$ cat config.mk
export PLATFORM = sky130hd
export DESIGN_NAME = pvl_seq
export DESIGN_NICKNAME = d
export VERILOG_FILES = /design/src/rtl/pvl_pkg.sv /design/src/rtl/pvl_lane_map.sv /design/src/rtl/pvl_first_set.sv /design/src/rtl/pvl_agen.sv /design/src/rtl/pvl_packer.sv /design/src/rtl/pvl_seq.sv
export SDC_FILE = /design/constraint.sdc
export NUM_CORES = 1
export LEC_CHECK = 0
export BUFFER_PORTS_ARGS = -buffer_cell sky130_fd_sc_hd__buf_2
export CORE_MARGIN = 4
export CORE_UTILIZATION = 40
export CTS_BUF_LIST = sky130_fd_sc_hd__clkbuf_8 sky130_fd_sc_hd__clkbuf_16
export DETAILED_ROUTE_END_ITERATION = 12
export PLACE_DENSITY = 0.71
export SYNTH_ARGS = -nofsm -noshare
export SYNTH_HDL_FRONTEND = slang
export SYNTH_SLANG_ARGS = --single-unit
$ cat constraint.sdc
create_clock -name clk -period 5.4 [get_ports clk]
set_input_delay 0 -clock clk [delete_from_list [all_inputs] [get_ports clk]]
set_output_delay 0 -clock clk [all_outputs]
set_load 0.01 [all_outputs]
$ cat src/rtl/pvl_pkg.sv
`timescale 1ns/1ps
package pvl_pkg;

   localparam int WORD_W = 32;

   typedef enum logic [1:0] {
      ST_IDLE = 2'd0,
      ST_REQ  = 2'd1,
      ST_WAIT = 2'd2
   } pvl_state_e;

   // width code: 0 -> 32, 1 -> 64, 2/3 -> 128
   function automatic logic [1:0] esz_norm(input logic [1:0] code);
      return (code == 2'd3) ? 2'd2 : code;
   endfunction

endpackage

$ cat src/rtl/pvl_lane_map.sv
`timescale 1ns/1ps
module pvl_lane_map #(
   parameter int VLEN = 256
) (
   input  logic [VLEN/8-1:0]  pred,
   input  logic [1:0]         esz,
   output logic [VLEN/32-1:0] act
);
   localparam int MAXE = VLEN / 32;

   for (genvar e = 0; e < MAXE; e++) begin : g_lane
      logic a32, a64, a128;
      assign a32 = pred[e*4];
      if (e < MAXE/2) begin : g_w64
         assign a64 = pred[e*8];
      end else begin : g_n64
         assign a64 = 1'b0;
      end
      if (e < MAXE/4) begin : g_w128
         assign a128 = pred[e*16];
      end else begin : g_n128
         assign a128 = 1'b0;
      end
      always_comb begin
         case (esz)
            2'd1:    act[e] = a64;
            2'd2:    act[e] = a128;
            default: act[e] = a32;
         endcase
      end
   end

endmodule

$ cat src/rtl/pvl_first_set.sv
`timescale 1ns/1ps
module pvl_first_set #(
   parameter int N     = 8,
   parameter int IDX_W = $clog2(N)
) (
   input  logic [N-1:0]     vec,
   output logic [IDX_W-1:0] idx,
   output logic             any
);
   if (N < 2) begin : g_bad_n
      $error("pvl_first_set: N must be at least 2");
   end

   always_comb begin
      idx = '0;
      for (int i = N-1; i >= 0; i--) begin
         if (vec[i]) idx = IDX_W'(i);
      end
   end

   assign any = |vec;

endmodule

$ cat src/rtl/pvl_agen.sv
`timescale 1ns/1ps
module pvl_agen #(
   parameter int AW    = 64,
   parameter int MAXE  = 8,
   parameter int IMM_W = 4,
   parameter int IDX_W = $clog2(MAXE)
) (
   input  logic [AW-1:0]    base,
   input  logic [IMM_W-1:0] imm,
   input  logic [1:0]       esz,
   input  logic [IDX_W-1:0] idx,
   output logic [AW-1:0]    addr
);
   localparam int LOGM = $clog2(MAXE);

   logic [AW-1:0] imm_ext;
   logic [AW-1:0] scaled;
   logic [AW-1:0] elem_off;
   logic [5:0]    shamt;

   // imm * NE * 4, NE = MAXE >> esz (power of two)
   assign imm_ext  = {{(AW-IMM_W){imm[IMM_W-1]}}, imm};
   assign shamt    = 6'(LOGM + 2) - 6'(esz);
   assign scaled   = imm_ext << shamt;
   assign elem_off = AW'(idx) << 2;
   assign addr     = base + scaled + elem_off;

endmodule

$ cat src/rtl/pvl_packer.sv
`timescale 1ns/1ps
module pvl_packer #(
   parameter int VLEN  = 256,
   parameter int MAXE  = VLEN / 32,
   parameter int IDX_W = $clog2(MAXE)
) (
   input  logic             clk,
   input  logic             rst,
   input  logic             clear,
   input  logic             wr_en,
   input  logic [IDX_W-1:0] wr_idx,
   input  logic [1:0]       wr_esz,
   input  logic [31:0]      wr_data,
   output logic [VLEN-1:0]  result
);
   logic [IDX_W+1:0] wsel;
   assign wsel = {2'b00, wr_idx} << wr_esz;

   for (genvar w = 0; w < MAXE; w++) begin : g_word
      logic [31:0] word_q;
      always_ff @(posedge clk) begin
         if (rst || clear) begin
            word_q <= '0;
         end else if (wr_en && (wsel == (IDX_W+2)'(w))) begin
            word_q <= wr_data;
         end
      end
      assign result[w*32 +: 32] = word_q;
   end

   AST_RESULT_HOLD: assert property (@(posedge clk) disable iff (rst)
      (!clear && !wr_en) |=> $stable(result)) else $error("result moved");
   AST_CLEAR_ZERO: assert property (@(posedge clk) disable iff (rst)
      clear |=> (result == '0)) else $error("clear left data");

endmodule

$ cat src/rtl/pvl_seq.sv
`timescale 1ns/1ps
module pvl_seq
   import pvl_pkg::*;
#(
   parameter int VLEN  = 256,
   parameter int AW    = 64,
   parameter int IMM_W = 4
) (
   input  logic              clk,
   input  logic              rst,
   input  logic              start,
   input  logic [AW-1:0]     base_addr,
   input  logic [IMM_W-1:0]  imm_off,
   input  logic [VLEN/8-1:0] pred_mask,
   input  logic [1:0]        elem_sel,
   input  logic              sp_base,
   input  logic              chk_idle_sp,
   output logic              busy,
   output logic              align_chk,
   output logic              rd_req_valid,
   input  logic              rd_req_ready,
   output logic [AW-1:0]     rd_req_addr,
   input  logic              rd_rsp_valid,
   input  logic [31:0]       rd_rsp_data,
   output logic              done,
   output logic [VLEN-1:0]   result
);
   localparam int MAXE  = VLEN / WORD_W;
   localparam int IDX_W = $clog2(MAXE);

   if ((VLEN % 128) != 0 || VLEN < 128) begin : g_bad_vlen
      $error("pvl_seq: VLEN must be a positive multiple of 128");
   end
   if (AW < 8) begin : g_bad_aw
      $error("pvl_seq: AW too small");
   end
   if (IMM_W < 2) begin : g_bad_imm
      $error("pvl_seq: IMM_W too small");
   end

   pvl_state_e       state_q;
   logic [AW-1:0]    base_q;
   logic [IMM_W-1:0] imm_q;
   logic [1:0]       esz_q;
   logic [MAXE-1:0]  pend_q;
   logic [IDX_W-1:0] cur_q;
   logic             done_q;
   logic             align_q;

   logic [1:0]       esz_in;
   logic [MAXE-1:0]  act_now;
   logic [IDX_W-1:0] first_now;
   logic             any_now;
   logic [MAXE-1:0]  pend_next;
   logic [IDX_W-1:0] first_nx;
   logic             any_nx;
   logic             start_take;
   logic             rsp_take;

   assign esz_in     = esz_norm(elem_sel);
   assign start_take = start && (state_q == ST_IDLE);
   assign rsp_take   = rd_rsp_valid && (state_q == ST_WAIT);
   assign pend_next  = pend_q & ~(MAXE'(1) << cur_q);

   pvl_lane_map #(.VLEN(VLEN)) u_lanes (
      .pred (pred_mask),
      .esz  (esz_in),
      .act  (act_now)
   );

   pvl_first_set #(.N(MAXE), .IDX_W(IDX_W)) u_pick_start (
      .vec (act_now),
      .idx (first_now),
      .any (any_now)
   );

   pvl_first_set #(.N(MAXE), .IDX_W(IDX_W)) u_pick_next (
      .vec (pend_next),
      .idx (first_nx),
      .any (any_nx)
   );

   pvl_agen #(.AW(AW), .MAXE(MAXE), .IMM_W(IMM_W), .IDX_W(IDX_W)) u_agen (
      .base (base_q),
      .imm  (imm_q),
      .esz  (esz_q),
      .idx  (cur_q),
      .addr (rd_req_addr)
   );

   pvl_packer #(.VLEN(VLEN), .MAXE(MAXE), .IDX_W(IDX_W)) u_pack (
      .clk     (clk),
      .rst     (rst),
      .clear   (start_take),
      .wr_en   (rsp_take),
      .wr_idx  (cur_q),
      .wr_esz  (esz_q),
      .wr_data (rd_rsp_data),
      .result  (result)
   );

   always_ff @(posedge clk) begin
      if (rst) begin
         state_q <= ST_IDLE;
         base_q  <= '0;
         imm_q   <= '0;
         esz_q   <= '0;
         pend_q  <= '0;
         cur_q   <= '0;
         done_q  <= 1'b0;
         align_q <= 1'b0;
      end else begin
         done_q  <= 1'b0;
         align_q <= 1'b0;
         case (state_q)
            ST_IDLE: begin
               if (start) begin
                  base_q  <= base_addr;
                  imm_q   <= imm_off;
                  esz_q   <= esz_in;
                  pend_q  <= act_now;
                  align_q <= sp_base && (any_now || chk_idle_sp);
                  if (any_now) begin
                     cur_q   <= first_now;
                     state_q <= ST_REQ;
                  end else begin
                     done_q  <= 1'b1;
                  end
               end
            end
            ST_REQ: begin
               if (rd_req_ready) state_q <= ST_WAIT;
            end
            ST_WAIT: begin
               if (rd_rsp_valid) begin
                  pend_q <= pend_next;
                  if (any_nx) begin
                     cur_q   <= first_nx;
                     state_q <= ST_REQ;
                  end else begin
                     state_q <= ST_IDLE;
                     done_q  <= 1'b1;
                  end
               end
            end
            default: state_q <= ST_IDLE;
         endcase
      end
   end

   assign busy         = (state_q != ST_IDLE);
   assign rd_req_valid = (state_q == ST_REQ);
   assign done         = done_q;
   assign align_chk    = align_q;

   AST_REQ_HOLD: assert property (@(posedge clk) disable iff (rst)
      (rd_req_valid && !rd_req_ready) |=> (rd_req_valid && $stable(rd_req_addr)))
      else $error("request dropped or changed");
   AST_ONE_OUTSTANDING: assert property (@(posedge clk) disable iff (rst)
      (rd_req_valid && rd_req_ready) |=> !rd_req_valid)
      else $error("second request while one outstanding");
   AST_DONE_PULSE: assert property (@(posedge clk) disable iff (rst)
      done |=> !done) else $error("done wider than one cycle");
   AST_DONE_IDLE: assert property (@(posedge clk) disable iff (rst)
      done |-> !busy) else $error("done while busy");
   AST_ALIGN_CTX: assert property (@(posedge clk) disable iff (rst)
      align_chk |-> (busy || done)) else $error("stray alignment request");
   AST_BUSY_START: assert property (@(posedge clk) disable iff (rst)
      (busy && start && !rsp_take) |=> busy) else $error("start disturbed a load");

endmodule

### After elaboration in Yosys (flattened, before gate mapping)

Index checks and enable logic that the tools add are counted.

| word-level totals | value |
|---|---|
| output and inout bits | 324 |
| bits of input ports | 141 |
| logic and storage cells | 111 |
| bits in registers | 341 |

| cells by class | value |
|---|---|
| reduce and logical (&&, ||, !) cells | 25 |
| shift-type cells | 3 |
| bitwise operators | 4 |
| $add $sub $neg | 3 |
| eq/ne operators | 17 |
| muxes and demuxes | 43 |

Operators by type and width:

| kind | number |
|---|---|
| $add 64x5->64 | 1 |
| $add 64x64->64 | 1 |
| $shl 64x6->64 | 1 |
| $mux 3 | 20 |
| $eq 5x3->1 const B | 4 |
| $mux 8 | 2 |
| $pmux 8 s2 | 1 |
| $reduce_or 8->1 | 2 |
| $logic_and 1x1->1 | 11 |
| $eq 5x2->1 const B | 2 |
| $mux 2 | 5 |
| $mux 1 | 9 |
| $and 8x8->8 | 1 |
| $ne 2x2->1 const B | 4 |
| $not 8->8 | 1 |
| $pmux 1 s2 | 4 |
| $shl 1x3->8 const A | 1 |
| $eq 2x2->1 const B | 3 |
| $pmux 2 s3 | 1 |
| $pmux 3 s2 | 1 |
| $eq 5x1->1 const B | 1 |
| $logic_not 5->1 | 1 |
| $reduce_and 5->1 | 1 |
| $shl 3x2->5 | 1 |
| other kinds (12) | 16 |

### Logic depth before layout (Yosys ltp)

| logic depth | value |
|---|---|
| word-level depth | 16 |
| depth in mapped cells | 16 |

### Modules after synthesis

A second synthesis with hierarchy kept.

| second synthesis, totals | value |
|---|---|
| cell total of the unflattened synthesis | 2189 |
| area total of the unflattened synthesis | 17644.4 sq um |

Modules (own cells, without submodules):

| module | times used | cells an instance | sequential area each (sq um) | area each (sq um) |
|---|---|---|---|---|
| pvl_packer | 1 | 1100 | 5124.9 | 9392.8 |
| pvl_agen | 1 | 633 | 0.0 | 4648.2 |
| pvl_seq | 1 | 411 | 1701.6 | 3323.2 |
| pvl_first_set | 2 | 13 | 0.0 | 81.3 |
| pvl_lane_map | 1 | 19 | 0.0 | 117.6 |

### Least setup slack after synthesis

Ideal clock, no wire load.

| timing path | value |
|---|---|
| path kind | register to output |
| start point | register imm_q[3] |
| end point | output rd_req_addr[57] |
| setup slack | 1.341 ns |
| arrival | 4.059 ns |
| buffers on the path | 0 |
| stages on the path, launching flop included | 14 |
| cell sequence | dfxtp_1 > inv_1 > a21oi_1 > ha_1 > ha_1 > a21oi_1 > o211ai_1 > a31oi_1 > o21ai_1 > a211o_4 > a31oi_4 > o211ai_4 > a21o_2 > xor2_1 |

| on the way | value |
|---|---|
| longest elaborated chain between the ends | 3 |

RTL lines:

| what | RTL line | source |
|---|---|---|
| from (decl) | pvl_seq.sv:43 | `logic [IMM_W-1:0] imm_q;` |
| from (signal assigned) | pvl_seq.sv:119 | `imm_q <= imm_off;` |
| $shl 64x6->64 | pvl_agen.sv:24 | `assign scaled = imm_ext << shamt;` |
| $add 64x64->64 | pvl_agen.sv:26 | `assign addr = base + scaled + elem_off;` |
| $add 64x5->64 | pvl_agen.sv:26 |  |
| to (decl) | pvl_seq.sv:22 | `output logic [AW-1:0] rd_req_addr,` |

Every way passes these cells.

### Worst setup path after layout

| timing path | value |
|---|---|
| start point | register esz_q[1] |
| end point | output rd_req_addr[60] |

| on the way | value |
|---|---|
| longest elaborated chain between the ends | 4 |

RTL lines:

| what | RTL line | source |
|---|---|---|
| from (decl) | pvl_seq.sv:44 | `logic [1:0] esz_q;` |
| from (signal assigned) | pvl_seq.sv:120 | `esz_q <= esz_in;` |
| $sub 3x2->4 | pvl_agen.sv:23 | `assign shamt = 6'(LOGM + 2) - 6'(esz);` |
| $shl 64x6->64 | pvl_agen.sv:24 |  |
| $add 64x64->64 | pvl_agen.sv:26 |  |
| $add 64x5->64 | pvl_agen.sv:26 |  |

Every way passes these cells.

==> out/metrics.cfg <==
[run_status]
status = finished, final reports clean

[placement]
io_buffers = 440
routabilityCongestion = 0.906
place_area_sq_um = 19500
dp_hpwl_mm = 43.1
post-place-cells = 3057

[cts]
cts-root-buf = clkbuf_16
clock_latency_ns = 0.56
htree_levels = 2
postCtsResizedCells = 0
cts_buffers = 38
cts_tree = done
cts_sinks = 341
cts_setup_buffers = 0
clk_path_buf_depth = 3
hold_buffers = 134
cts.clk_slew.worst_paths_ns = 0.06

[timing]
period_share_pct = 89.6
relSlewSlack_pct = 28.2
finalHoldViolCount = 0
finClkSkew_ns = 0.0175
grt_setup_unrepaired = false
timing.final.setup_violations = 0
fin_setup_tns_ns = 0
slew_viol_final = 0
tightest_slew_ns = 1.07
clock.fmax_ghz = 0.207
fin_crit_ns = 4.84
fin_worst_hold_slack_ns = 0.229

[global_routing]
grt_pass1_wl_mm = 95.7
track_usage_pct = 25.4
grt_overflow = 0
antenna_found_initial = 4
grt_max_degree = 166
grt_pass1_vias = 17600

[die]
std_cell_rows = 75
die_w_microns = 215
initial_utilization_pct = 40.6
die_area_sq_um = 46100
die_y_microns = 215
io_pins = 465
core_sq_um = 42100

[setup_path]
cp_cell_sequence = mux2_2 > a22o_1 > fa_1 > ha_1 > nand3_1 > nand3_1 > a21oi_2 > and4_1 > nor4_1 > o31a_1 > a31oi_1 > xnor2_1 > buf_2
crit_fanout = 14
cp_slowest_cell = dfxtp_1
regToRegSetupSlack_ns = 2.00
critPathCapture = rd_req_addr[60]
required_ns = 5.40
cp_common_cell = nand3_1
worst-r2r-cell-count = 7
startpoint = esz_q[1]$_SDFFE_PP0P_
cpPeakStageDelay_ns = 0.62
arrival_ns = 4.84
worst_setup_path_start_kind = register
criticalPathCategory = register to primary output
endpoint_kind = primary output
r2r-start = cur_q[0]$_SDFFE_PP0P_
reg2reg_to = u_pack.g_word[4].word_q[16]$_SDFFE_PP0P_

[yosys]
async_flop_share_pct = 0
synth_edf_count = 0
synth_area_sq_um = 17100
ys_ff_latch = 341
syn_inst = 2221
ys_warn_count = 0
synth_seq_area_share_pct = 39.9
ys.flop_type = dfxtp_1
synth.distinct_cells = 78
syn_area_per_cell_sq_um = 7.70

[finish]
finalNetCount = 2959
final_cell_mix = nand2_1 (657), buf_2 (440), a21oi_1 (398), dfxtp_1 (340), dlygate4sd3_1 (134)
final_cells = 3258
drive_gt1_share_pct = 20.5
final_cell_area_sq_um = 22200
final_common_cell = nand2_1
area_delta_synth_final_pct = 29.6

[detailed_routing]
wl_per_cell_microns = 19.0
dr.pass1.iters = 7
drc = 0
wirelength_mm = 61.9
vias = 17700
drtIter0Drc = 1245
via_per_inst = 5.42
ant_nets = 0

[power]
cellPowerDensity_nw_per_um2 = 280
p_total_mw = 6.21
ir_worst_vdd_mv = 0.246
p_leak_nw = 9.81

[run]
cap_viol_max_count = 0

[worst_hold_path]
hp-start = base_addr[30]
min_path_type = primary input to register

[final cells by class]
type / instances / area [sq um]
Antenna cell: 2 / 5.00
Clock buffer: 48 / 1090
Fill cell: 3918 / 20000
Timing Repair Buffer: 596 / 3720
Tap cell: 539 / 674
Multi-Input combinational cell: 1686 / 9520
Sequential cell: 341 / 6830
Clock inverter: 17 / 203
Inverter: 29 / 109
[registers in the layout, summed over array words and instances (netlist names)]
| register | count |
|---|---|
| state_q | 2 |
| pend_q | 8 |
| cur_q | 3 |
| esz_q | 2 |
| imm_q | 4 |
| base_q | 64 |
| u_pack.g_word.word_q | 256 |
| done | 1 |
| align_chk | 1 |
[through the flow]
stage / util, % / worst slack, ns
2_1_floorplan: - / 1.34
3_5_place_dp: 46.3 / 1.20
5_1_grt: 52.6 / 0.348
3_3_place_gp: 46.3 / 1.21
4_1_cts: 52.6 / 0.574
6_report: 52.6 / 0.560
[worst max-delay path, delay by kind of cell, from the launching register on]
family | cells | cell delay, ns
simple gates | 4 | 1.06
mux | 1 | 0.41
buf+inv | 1 | 0.20
fa+ha+maj | 2 | 0.82
xor+xnor | 1 | 0.30
flops | 1 | 0.62
compound gates | 4 | 0.86
[where the power goes]
group          total, mW  switching [mW]  internal [mW]
logic              0.929           0.573          0.355
clock network       2.67            1.10           1.58
registers           2.61          0.0468           2.56
[cells in the mapped netlist, types with 10 or more instances]
cell type / n / share of area [%]
clkbuf_1: 113 / 2.5
o21bai_1: 16 / 0.70
nor2b_1: 13 / 0.48
ha_1: 122 / 8.9
a21oi_1: 398 / 12
nand3_1: 15 / 0.44
dfxtp_1: 341 / 40
xnor2_1: 39 / 2.0
mux2i_1: 37 / 2.2
nor3_1: 17 / 0.50
a211oi_1: 10 / 0.44
a31oi_1: 11 / 0.40
xor2_1: 22 / 1.1
a21o_1: 31 / 1.4
buf_2: 46 / 1.3
nor2_1: 109 / 2.4
o21ai_0: 50 / 1.5
nand2_1: 658 / 14
inv_1: 29 / 0.64
nand4_1: 25 / 0.92
[layer usage]
layer	share of wire [%]	vias up	wire, microns	GRT usage [%]
met5	0.052	-	32	0
met3	8.9	150	5510	6.92
met4	4.0	6	2460	9.92
met2	47	723	29200	43.5
met1	40	8333	24700	30.4
li1	-	8456	-	-
[how the worst min path moves through the flow]
stage | to | slack, ns | cells past startpoint
4_1_cts | pend_q[1]$_SDFFE_PP0P_ | 0.18 | 5
3_3_place_gp | base_q[47]$_SDFFE_PP0P_ | 0.24 | 3
2_1_floorplan | base_q[2]$_SDFFE_PP0P_ | 0.14 | 2
3_5_place_dp | base_q[40]$_SDFFE_PP0P_ | 0.24 | 3
6_report | base_q[30]$_SDFFE_PP0P_ | 0.23 | 4
5_1_grt | base_q[40]$_SDFFE_PP0P_ | 0.22 | 4
[cell families (layout without fill, tap and decap cells)]
group	after synthesis	count (layout)	synth area share, %
other	1	4	0.0219
XOR/XNOR	61	61	3.13
flip-flops	341	341	39.9
buffers and inverters	195	690	4.67
multiplexers	41	41	2.43
AND/OR/NAND/NOR	879	879	20.8
AO/OA/AOI/OAI	577	577	19.6
adder cells (fa/ha/maj)	126	126	9.40
No activity file was read; power rests on OpenSTA's default activity.
